### src/rtl/split_pkg.sv
package split_pkg;
    localparam int LANES = 8;
    localparam int DW    = LANES * 8;
    localparam int MAXP  = 8;
    localparam int IW    = $clog2(MAXP);
    localparam int CW    = IW + 1;

    typedef enum logic [1:0] {ST_IDLE, ST_ISSUE, ST_DONE} state_t;

    typedef struct packed {
        logic [2:0] start;   // first operand byte of the piece
        logic [3:0] len;     // number of bytes in the piece
        logic       wr;      // piece direction
    } piece_t;

    function automatic piece_t mkp(input logic [3:0] s, input logic [3:0] l, input logic w);
        piece_t p;
        p.start = s[2:0];
        p.len   = l;
        p.wr    = w;
        return p;
    endfunction

    function automatic logic [DW-1:0] rotl_bytes(input logic [DW-1:0] d, input logic [2:0] sh);
        logic [2*DW-1:0] t;
        t = {d, d} << (8 * sh);
        return t[2*DW-1:DW];
    endfunction

    function automatic logic [DW-1:0] rotr_bytes(input logic [DW-1:0] d, input logic [2:0] sh);
        logic [2*DW-1:0] t;
        t = {d, d} >> (8 * sh);
        return t[DW-1:0];
    endfunction
endpackage

### src/rtl/split_plan.sv
module split_plan
    import split_pkg::*;
(
    input  logic                  [2:0]  addr_lo,
    input  logic                  [1:0]  size,
    input  logic                         write,
    input  logic                         io,
    input  logic                         cx,
    output piece_t [MAXP-1:0]            pcs,
    output logic                  [CW-1:0] cnt,
    output logic                         split
);
    always_comb begin : plan
        logic [3:0] n, off, rsz, lo_len;
        pcs    = '0;
        cnt    = CW'(1);
        split  = 1'b0;
        n      = 4'd1 << size;
        off    = 4'd0;
        rsz    = 4'd4;
        lo_len = 4'd0;
        if (cx) begin
            if (addr_lo == 3'd0) begin
                pcs[0] = mkp(4'd0, 4'd8, 1'b0);
                pcs[1] = mkp(4'd0, 4'd8, 1'b1);
                cnt    = CW'(2);
            end else begin
                split = 1'b1;
                off   = {2'b00, addr_lo[1:0]};
                if (off == 4'd0) begin
                    for (int ph = 0; ph < 2; ph++) begin
                        pcs[2*ph]   = mkp(4'd0, 4'd4, ph[0]);
                        pcs[2*ph+1] = mkp(4'd4, 4'd4, ph[0]);
                    end
                    cnt = CW'(4);
                end else begin
                    lo_len = 4'd4 - off;
                    for (int ph = 0; ph < 2; ph++) begin
                        pcs[4*ph]   = mkp(4'd0, lo_len, ph[0]);
                        pcs[4*ph+1] = mkp(lo_len, off, ph[0]);
                        pcs[4*ph+2] = mkp(4'd4, lo_len, ph[0]);
                        pcs[4*ph+3] = mkp(4'd4 + lo_len, off, ph[0]);
                    end
                    cnt = CW'(8);
                end
            end
        end else begin
            rsz = (size == 2'd3) ? 4'd8 : 4'd4;
            off = (size == 2'd3) ? {1'b0, addr_lo} : {2'b00, addr_lo[1:0]};
            if (off + n > rsz) begin
                split  = 1'b1;
                lo_len = rsz - off;
                cnt    = CW'(2);
                if (io && write) begin
                    pcs[0] = mkp(lo_len, n - lo_len, write);
                    pcs[1] = mkp(4'd0, lo_len, write);
                end else begin
                    pcs[0] = mkp(4'd0, lo_len, write);
                    pcs[1] = mkp(lo_len, n - lo_len, write);
                end
            end else begin
                pcs[0] = mkp(4'd0, n, write);
            end
        end
    end
endmodule

### src/rtl/split_lanes.sv
module split_lanes
    import split_pkg::*;
#(
    parameter int AW = 32
) (
    input  logic [AW-1:0]    base_addr,
    input  piece_t           pc,
    output logic [AW-1:0]    quad_addr,
    output logic [LANES-1:0] be
);
    logic [AW-1:0]        pa;
    logic [2*LANES-1:0]   span;
    logic [2*LANES-1:0]   placed;

    always_comb begin
        pa        = base_addr + AW'(pc.start);
        quad_addr = {pa[AW-1:3], 3'b000};
        span      = ((2*LANES)'(1) << pc.len) - (2*LANES)'(1);
        placed    = span << pa[2:0];
        be        = placed[LANES-1:0];
    end
endmodule

### src/rtl/split_merge.sv
module split_merge
    import split_pkg::*;
(
    input  logic             clk,
    input  logic             rst_n,
    input  logic             clr,
    input  logic             take,
    input  logic [LANES-1:0] be,
    input  logic [DW-1:0]    lane_data,
    input  logic [2:0]       addr_lo,
    input  logic [3:0]       nbytes,
    output logic [DW-1:0]    result
);
    logic [LANES-1:0][7:0] acc;
    logic [DW-1:0]         keep;

    for (genvar i = 0; i < LANES; i++) begin : g_lane
        always_ff @(posedge clk or negedge rst_n) begin
            if (!rst_n)                acc[i] <= '0;
            else if (clr)              acc[i] <= '0;
            else if (take && be[i])    acc[i] <= lane_data[8*i +: 8];
        end
    end

    always_comb begin
        keep   = (nbytes >= 4'd8) ? '1 : ((DW'(1) << (8 * nbytes)) - DW'(1));
        result = rotr_bytes(acc, addr_lo) & keep;
    end
endmodule

### src/rtl/split_xfer_unit.sv
module split_xfer_unit
    import split_pkg::*;
#(
    parameter int AW = 32
) (
    input  logic             clk,
    input  logic             rst_n,
    input  logic             req_valid,
    output logic             req_ready,
    input  logic [AW-1:0]    req_addr,
    input  logic [1:0]       req_size,
    input  logic             req_write,
    input  logic             req_io,
    input  logic             req_lock,
    input  logic             req_cx,
    input  logic [DW-1:0]    req_wdata,
    output logic             done,
    output logic [DW-1:0]    rdata,
    input  logic             backoff,
    output logic             bus_valid,
    input  logic             bus_ack,
    output logic [AW-1:0]    bus_addr,
    output logic [LANES-1:0] bus_be,
    output logic             bus_write,
    output logic             bus_io,
    output logic [DW-1:0]    bus_wdata,
    input  logic [DW-1:0]    bus_rdata,
    output logic             bus_lock,
    output logic             bus_split
);
    state_t               state;
    logic [IW-1:0]        idx;
    logic [AW-1:0]        r_addr;
    logic [1:0]           r_size;
    logic                 r_write, r_io, r_lock, r_cx;
    logic [DW-1:0]        r_wd;

    piece_t [MAXP-1:0]    pcs;
    logic [CW-1:0]        cnt;
    logic                 is_split;
    piece_t               cur;
    logic                 fire, last, take_req;
    logic [3:0]           nbytes;

    split_plan u_plan (
        .addr_lo (r_addr[2:0]),
        .size    (r_size),
        .write   (r_write),
        .io      (r_io),
        .cx      (r_cx),
        .pcs     (pcs),
        .cnt     (cnt),
        .split   (is_split)
    );

    assign cur      = pcs[idx];
    assign fire     = bus_valid && bus_ack;
    assign last     = ({1'b0, idx} == (cnt - CW'(1)));
    assign take_req = req_valid && req_ready;
    assign nbytes   = r_cx ? 4'd8 : (4'd1 << r_size);

    split_lanes #(.AW(AW)) u_lanes (
        .base_addr (r_addr),
        .pc        (cur),
        .quad_addr (bus_addr),
        .be        (bus_be)
    );

    split_merge u_merge (
        .clk       (clk),
        .rst_n     (rst_n),
        .clr       (take_req),
        .take      (fire && !cur.wr),
        .be        (bus_be),
        .lane_data (bus_rdata),
        .addr_lo   (r_addr[2:0]),
        .nbytes    (nbytes),
        .result    (rdata)
    );

    // State register: request capture and piece sequencing
    always_ff @(posedge clk or negedge rst_n) begin
        if (!rst_n) begin
            state   <= ST_IDLE;
            idx     <= '0;
            r_addr  <= '0;
            r_size  <= '0;
            r_write <= 1'b0;
            r_io    <= 1'b0;
            r_lock  <= 1'b0;
            r_cx    <= 1'b0;
            r_wd    <= '0;
        end else begin
            unique case (state)
                ST_IDLE: begin
                    if (req_valid) begin
                        r_addr  <= req_addr;
                        r_size  <= req_size;
                        r_write <= req_write;
                        r_io    <= req_io;
                        r_lock  <= req_lock;
                        r_cx    <= req_cx;
                        r_wd    <= rotl_bytes(req_wdata, req_addr[2:0]);
                        idx     <= '0;
                        state   <= ST_ISSUE;
                    end
                end
                ST_ISSUE: begin
                    if (fire) begin
                        if (last) state <= ST_DONE;
                        else      idx   <= idx + IW'(1);
                    end
                end
                ST_DONE: state <= ST_IDLE;
                default: state <= ST_IDLE;
            endcase
        end
    end

    // Outputs per state
    always_comb begin
        req_ready = 1'b0;
        bus_valid = 1'b0;
        bus_lock  = 1'b0;
        bus_split = 1'b0;
        done      = 1'b0;
        bus_write = cur.wr;
        bus_io    = r_io;
        bus_wdata = r_wd;
        unique case (state)
            ST_IDLE:  req_ready = 1'b1;
            ST_ISSUE: begin
                bus_valid = !backoff;
                bus_lock  = r_lock;
                bus_split = r_lock && is_split;
            end
            ST_DONE:  done = 1'b1;
            default:  ;
        endcase
    end

    AST_LOCK_HELD: assert property (@(posedge clk) disable iff (!rst_n)
        (bus_lock && !(fire && last)) |=> bus_lock);
    AST_SPLIT_HELD: assert property (@(posedge clk) disable iff (!rst_n)
        (bus_split && !(fire && last)) |=> (bus_split && bus_lock));
    AST_PIECE_HELD: assert property (@(posedge clk) disable iff (!rst_n)
        (bus_valid && !bus_ack) |=> ($stable(bus_addr) && $stable(bus_be) && $stable(bus_write)));
    AST_STALL_KEEPS: assert property (@(posedge clk) disable iff (!rst_n)
        (state == ST_ISSUE && backoff) |=> (state == ST_ISSUE && $stable(idx)));
    AST_BE_NONZERO: assert property (@(posedge clk) disable iff (!rst_n)
        bus_valid |-> (bus_be != '0 && bus_addr[2:0] == 3'd0));
    AST_DONE_AFTER_LAST: assert property (@(posedge clk) disable iff (!rst_n)
        (fire && last) |=> done);
    AST_DONE_PULSE: assert property (@(posedge clk) disable iff (!rst_n)
        done |=> !done);
    AST_BUSY_AFTER_TAKE: assert property (@(posedge clk) disable iff (!rst_n)
        take_req |=> !req_ready);
endmodule

### config.mk
export PLATFORM = sky130hd
export DESIGN_NAME = split_xfer_unit
export DESIGN_NICKNAME = d
export VERILOG_FILES = /design/src/rtl/split_pkg.sv /design/src/rtl/split_plan.sv /design/src/rtl/split_lanes.sv /design/src/rtl/split_merge.sv /design/src/rtl/split_xfer_unit.sv
export SDC_FILE = /design/constraint.sdc
export NUM_CORES = 1
export LEC_CHECK = 0
export BUFFER_PORTS_ARGS = -buffer_cell sky130_fd_sc_hd__clkbuf_2
export CORE_MARGIN = 4
export CORE_UTILIZATION = 55
export DETAILED_ROUTE_END_ITERATION = 12
export HOLD_SLACK_MARGIN = 0.12
export PLACE_DENSITY = 0.79
export SLEW_MARGIN = 25
export SYNTH_ARGS = -nofsm -noshare
export SYNTH_HDL_FRONTEND = slang
export SYNTH_SLANG_ARGS = --single-unit
### constraint.sdc
create_clock -name clk -period 7.8 [get_ports clk]
set_clock_uncertainty 0.15 [all_clocks]
set_input_delay 1.17 -clock clk [delete_from_list [all_inputs] [get_ports clk]]
set_output_delay 1.17 -clock clk [all_outputs]
set_load 0.01 [all_outputs]
==> results of run 1 <==
## cell usage after synthesis, drive strengths merged, types with 36 or more instances
library cell    n
o21ai         110
nand3          39
buf            42
nor2           75
mux2i         122
nand2         334
clkbuf         72
a211oi         36
a21oi          68
dfrtp         171
inv            57
mux4          106
## sequential cells by signal (all words and copies together), names as in the netlist
register / cells
state: 2
bus_wdata: 64
u_merge.acc: 64
bus_io: 1
r_addr: 32
r_write: 1
idx: 3
r_cx: 1
r_lock: 1
r_size: 2
## how the worst min path moves through the flow
stage / startpoint / end / slack (ns) / depth (start not counted)
2_1_floorplan: r_addr[31] / r_addr[31] / 0.32 / 2
3_3_place_gp: bus_wdata[43] / bus_wdata[43] / 0.31 / 2
3_5_place_dp: bus_wdata[18] / bus_wdata[18] / 0.32 / 2
4_1_cts: bus_wdata[48] / bus_wdata[48] / 0.34 / 2
5_1_grt: bus_wdata[48] / bus_wdata[48] / 0.36 / 2
6_report: bus_wdata[48] / bus_wdata[48] / 0.33 / 2
## cells by family (layout without fill, tap and decap cells)
group,after synthesis,in the layout,synth area share [%]
and+or+nand+nor,542,542,17.6
AOI/OAI and AO/OA,290,290,13.8
muxes,231,231,27.2
buffers and inverters,172,449,5.20
DFF,171,171,31.9
xor gates and xnor gates,42,42,2.74
adders and majority gates,16,16,1.55
other,2,6,0.0560
## power breakdown
| part | total [mW] | leakage (nW) | internal (mW) | switching [mW] |
|---|---|---|---|---|
| sequential | 1.64 | 2.20 | 1.24 | 0.400 |
| clock | 0.914 | 0.300 | 0.467 | 0.447 |
| combinational | 4.85 | 5.27 | 1.86 | 2.99 |
## metrics by stage
step	cells	hold slack (ns)	area (sq um)	util [%]	setup WS, ns
after floorplan	1468	0.317	13400	-	0.724
after global placement	2030	0.311	15200	64.0	1.14
after detailed placement	2030	0.320	15200	64.0	0.986
after CTS	2062	0.336	15800	66.6	0.503
after global routing	2066	0.360	15900	67.0	0.0917
final	2066	0.334	15900	67.0	0.571
## layer usage
metal / track usage, % / part of all wire [%]
met1: 43.0 / 36
met2: 54.1 / 47
met3: 10.6 / 12
met4: 13.0 / 3.9
met5: 0 / 0
## cell type report
cell class,count,area [sq um]
tap,319,399
fill,1925,7850
inverter,58,218
multi-input combinational,1125,8480
timing repair buffer,359,1900
clock inverter,15,195
antenna,2,5.00
clock buffer,17,425
sequential,171,4290
## worst reg2reg max path: stages, from the launching register on
cell       delay, ns
dfrtp_1         0.53
nor2_1          0.36
ha_1            0.29
ha_1            0.16
a21oi_1         0.04
xor2_1          0.19
ha_1            0.31
a31o_2          0.19
o21ai_1         0.16
a221oi_1        0.62
nor2_1          0.31
nor4_1          0.33
inv_1           0.07
ha_1            0.23
inv_1           0.19
nand2_1         0.13
nor3_1          0.32
nand4_1         0.21
o2111ai_1       0.18
a32o_1          0.22
and2_1          0.71
mux2i_1         0.30
==> qor.csv, run 1 <==
metric,value,unit
status,"finished, final reports clean",
critical path's most frequent cell,nor2_1,
f_max,138,MHz
Die Ht,164,um
worst vdd ir,0.297,mV
row cnt,56,
total power,7.40,mW
setup violators final,0,
Hold Crit Class,reg2reg,
Tcrit/Tclk final,92.7,%
Synth cell types,77,
Synth async-reset ratio,100,%
ANT nets after route,0,
CP endpoint,bus_addr[28],
pin count of the biggest net entering global routing,102,
grt total ovfl,0,
Post-Route WL,46100,um
Worst R2R Start,r_size[1],
Worst-Margin Slew,1.02,ns
most frequent cells in the layout,"clkbuf_2 (339), nand2_1 (333), dfrtp_1 (168), mux2i_1 (122), mux4_2 (106)",
1st-pass router iterations,8,
Syn Std Cell Area,13400,sq um
biggest area consumer among synthesized cells,dfrtp_1,
Period minus WS final,7.23,ns
Placer Congestion,0.956,
worst-path fanout max,13,
vias,13000,
critical path class,reg2out,
Clock Sinks,171,
crit start category,flip-flop,
critical path endpoint category,output pin,
slew margin rel.,32.1,%
total negative slack,0,ns
"Avg Cell Area, Syn",9.15,sq um
Worst Path Arrival,5.91,ns
"slowest stage cell, crit path",dfrtp_1,
Clock Latency Late Sink,0.44,ns
TritonCTS Buffers,17,
"EDFF count, synth",0,
pwr/cell area,465,nW/um^2
"CP delay by family, top",simple AND/OR/NAND/NOR gates,
reg2reg path depth,21,
post-synth top area share,31.9,%
Avg Vias per Cell,6.30,
Max Cap Viol,0,
Initial DRC Count,1465,
Final Hold Violating Endpoints,0,
"commonest non-fill, non-tap cell in the layout",clkbuf_2,
GRT Total Usage,33.7,%
register area share after synthesis,31.9,%
IO Pins,346,
WP depth,25,
leakage,7.77,nW
Resized Gates After CTS,0,
initial antenna violation count,2,
clock buffer depth,2,
DIE AREA,27000,sq um
RSZ-0062 raised after global routing,false,
CTS root buffer,clkbuf_16,
Final Max Tran Viols,0,
DRC Markers,0,
Routed WL per cell,22.3,um
RR Endpoint,u_merge.acc[44],
R2R Setup Slk,1.51,ns
Layout Nets,1919,
CP required,6.48,ns
DIE WIDTH,164,um
PortBufs,342,
#FFs+latches synth,171,
first-pass GRT wire length,69900,um
CORE AREA,23800,sq um
TritonCTS clock tree,done,
DPL Wire Length,34800,um
share of layout cells above drive strength 1,30.3,%
Post-Synthesis Cells,1466,
critical path's largest stage delay,0.53,ns
warnings from Yosys,0,
main area contributors after synthesis,"dfrtp_1 (32%), mux4_2 (18%), nand2_1 (9.3%)",
Post-CTS Setup Bufs,0,
vias in the first global route,12400,
prevailing post-synth register cell,dfrtp_1,
Area growth syn-to-layout,18.6,%
starting density of the core,56.5,%
H-tree depth,4,
CTS hold repair buffers,0,
Worst-path clk slew,0.07,ns
WP buf/inv,3,
critical path startpoint,r_size[1],
Power figures use the tool's default switching activity.
==> run 2: changes to the inputs <==
--- a/config.mk
+++ b/config.mk
@@ -10,7 +10,8 @@
 export CORE_UTILIZATION = 55
 export DETAILED_ROUTE_END_ITERATION = 12
 export HOLD_SLACK_MARGIN = 0.12
-export PLACE_DENSITY = 0.79
+export PLACE_DENSITY = 0.83
+export SKIP_LAST_GASP = 1
 export SLEW_MARGIN = 25
 export SYNTH_ARGS = -nofsm -noshare
 export SYNTH_HDL_FRONTEND = slang
==> run 2 against run 1 <==
  * Power down 0.17%
  * Sequential power about the same
  * Global-route usage up 0.15 points
  * Non-clock buffer count down 2
  * Maximum frequency down 0.42%
  * Register-to-register slack better by 0.04 ns
  * Sequential cell count unchanged
  * Clock power down 3.8%
==> qor.csv, run 2 (synthesized netlist as in run 1, its figures left out) <==
metric,value,unit,change
status,"finished, final reports clean",,unchanged
reg2reg path depth,21,,unchanged
f_max,138,MHz,about the same
ANT nets after route,0,,unchanged
crit start category,flip-flop,,unchanged
Die Ht,164,um,unchanged
"commonest non-fill, non-tap cell in the layout",clkbuf_2,,unchanged
DRC Markers,0,,unchanged
first-pass GRT wire length,70300,um,was 69900 um
DPL Wire Length,34500,um,was 34800 um
Avg Vias per Cell,6.26,,was 6.30
Final Max Tran Viols,0,,unchanged
Layout Nets,1917,,was 1919
critical path class,reg2out,,unchanged
setup violators final,0,,unchanged
Clock Sinks,171,,unchanged
CP required,6.48,ns,about the same
1st-pass router iterations,6,,was 8
Area growth syn-to-layout,18.1,%,was 18.6%
Hold EP,bus_wdata[24],,was bus_wdata[48]
Period minus WS final,7.26,ns,was 7.23 ns
RR Endpoint,u_merge.acc[45],,was u_merge.acc[44]
worst vdd ir,0.277,mV,was 0.297 mV
Max Cap Viol,0,,unchanged
pwr/cell area,467,nW/um^2,was 465 nW/um^2
Resized Gates After CTS,0,,unchanged
Worst Path Arrival,5.94,ns,was 5.91 ns
Worst R2R Start,r_size[1],,unchanged
hold depth,2,,unchanged
CTS root buffer,clkbuf_16,,unchanged
slew margin rel.,28.8,%,was 32.1%
Clock Latency Late Sink,0.43,ns,was 0.44 ns
source of the worst hold timing path,bus_wdata[24],,was bus_wdata[48]
Initial DRC Count,1665,,was 1465
Worst-Margin Slew,1.07,ns,was 1.02 ns
critical path endpoint category,output pin,,unchanged
Placer Congestion,0.919,,was 0.956
RSZ-0062 raised after global routing,false,,unchanged
PortBufs,342,,unchanged
starting density of the core,56.5,%,unchanged
DIE AREA,27000,sq um,unchanged
H-tree depth,4,,unchanged
row cnt,56,,unchanged
initial antenna violation count,2,,unchanged
CORE AREA,23800,sq um,unchanged
pin count of the biggest net entering global routing,100,,was 102
Setup WS pre-CTS,0.944,ns,was 0.986 ns
IO Pins,346,,unchanged
R2R Setup Slk,1.55,ns,was 1.51 ns
Tcrit/Tclk final,93.1,%,was 92.7%
clock buffer depth,2,,unchanged
Final Hold Violating Endpoints,0,,unchanged
grt total ovfl,0,,unchanged
CTS hold repair buffers,0,,unchanged
Worst-path clk slew,0.07,ns,about the same
most frequent cells in the layout,"clkbuf_2 (339), nand2_1 (332), dfrtp_1 (168), mux2i_1 (122), mux4_2 (106)",,"was clkbuf_2 (339), nand2_1 (333), dfrtp_1 (168), mux2i_1 (122), mux4_2 (106)"
Post-Route WL,45900,um,was 46100 um
DIE WIDTH,164,um,unchanged
vias in the first global route,12200,,was 12.4k
Routed WL per cell,22.2,um,was 22.3 um
vias,12900,,was 13.0k
GRT Total Usage,33.9,%,was 33.7%
Setup WS post-layout,0.540,ns,was 0.571 ns
share of layout cells above drive strength 1,30.2,%,was 30.3%
Post-CTS Setup Bufs,0,,unchanged
total power,7.39,mW,was 7.40 mW
fillers,1883,,was 1925
total negative slack,0,ns,unchanged
Hold Crit Class,reg2reg,,unchanged
leakage,7.73,nW,was 7.77 nW
TritonCTS Buffers,17,,unchanged
worst-path fanout max,13,,unchanged
TritonCTS clock tree,done,,unchanged
==> run 2: critical path, cell delays in order, from the launching register on <==
cell and delay [ns]:
dfrtp_1 0.54, nor2_1 0.36, ha_1 0.29, ha_1 0.17
a21oi_1 0.04, xor2_1 0.19, ha_1 0.30, a31oi_2 0.35
a21oi_2 0.16, nor2_1 0.19, and3_1 0.21, a21oi_1 0.05
nor2_1 0.13, ha_1 0.18, inv_1 0.06, fa_1 0.43
inv_1 0.08, a21oi_1 0.12, nor2_1 0.15, and4_1 0.26
nand3_1 0.20, nor2_1 0.29, and3_1 0.28, nand3_1 0.11
xnor2_1 0.20, clkbuf_2 0.17
==> run 2: power by group <==
group / switching, mW / internal [mW]
Clock: 0.421 / 0.459
Sequential: 0.415 / 1.24
Combinational: 2.99 / 1.86
==> run 2: final cells by class <==
type,instances,area [sq um],share of cell area (%)
clock buffer,17,425,2.69
clock inverter,15,180,1.14
sequential,171,4290,27.1
antenna,2,5.00,0.0316
inverter,58,218,1.37
tap,319,399,2.52
timing repair buffer,357,1850,11.7
multi-input combinational,1125,8480,53.5
==> run 2: routing by layer <==
layer	vias to the layer above	global-route usage, %	wire length [um]
met1	6195	45.2	17200
met5	-	0	0
li1	5788	-	-
met4	0	11.5	1760
met2	833	54.9	21800
met3	105	7.90	5130
==> run 2: metrics by stage <==
step                utilization, %  hold WS (ns)  instance area (sq um)  cells
floorplan                        -         0.317                  13400   1468
CTS                           66.5         0.337                  15800   2062
finish                        66.7         0.332                  15800   2064
global route                  66.7         0.359                  15800   2064
global placement              64.0         0.313                  15200   2030
detailed placement            64.0         0.321                  15200   2030
==> run 2: worst max-delay path by stage <==
stage,startpoint,endpoint,slack (ns),cells after the start
after floorplan,r_addr[1],bus_addr[30],0.72,26
after global placement,r_size[0],bus_addr[30],1.01,24
after detailed placement,r_size[1],bus_addr[30],0.94,24
after CTS,r_size[1],bus_addr[30],0.40,24
after global routing,r_size[1],bus_addr[30],0.07,25
final,r_size[1],bus_addr[30],0.54,25
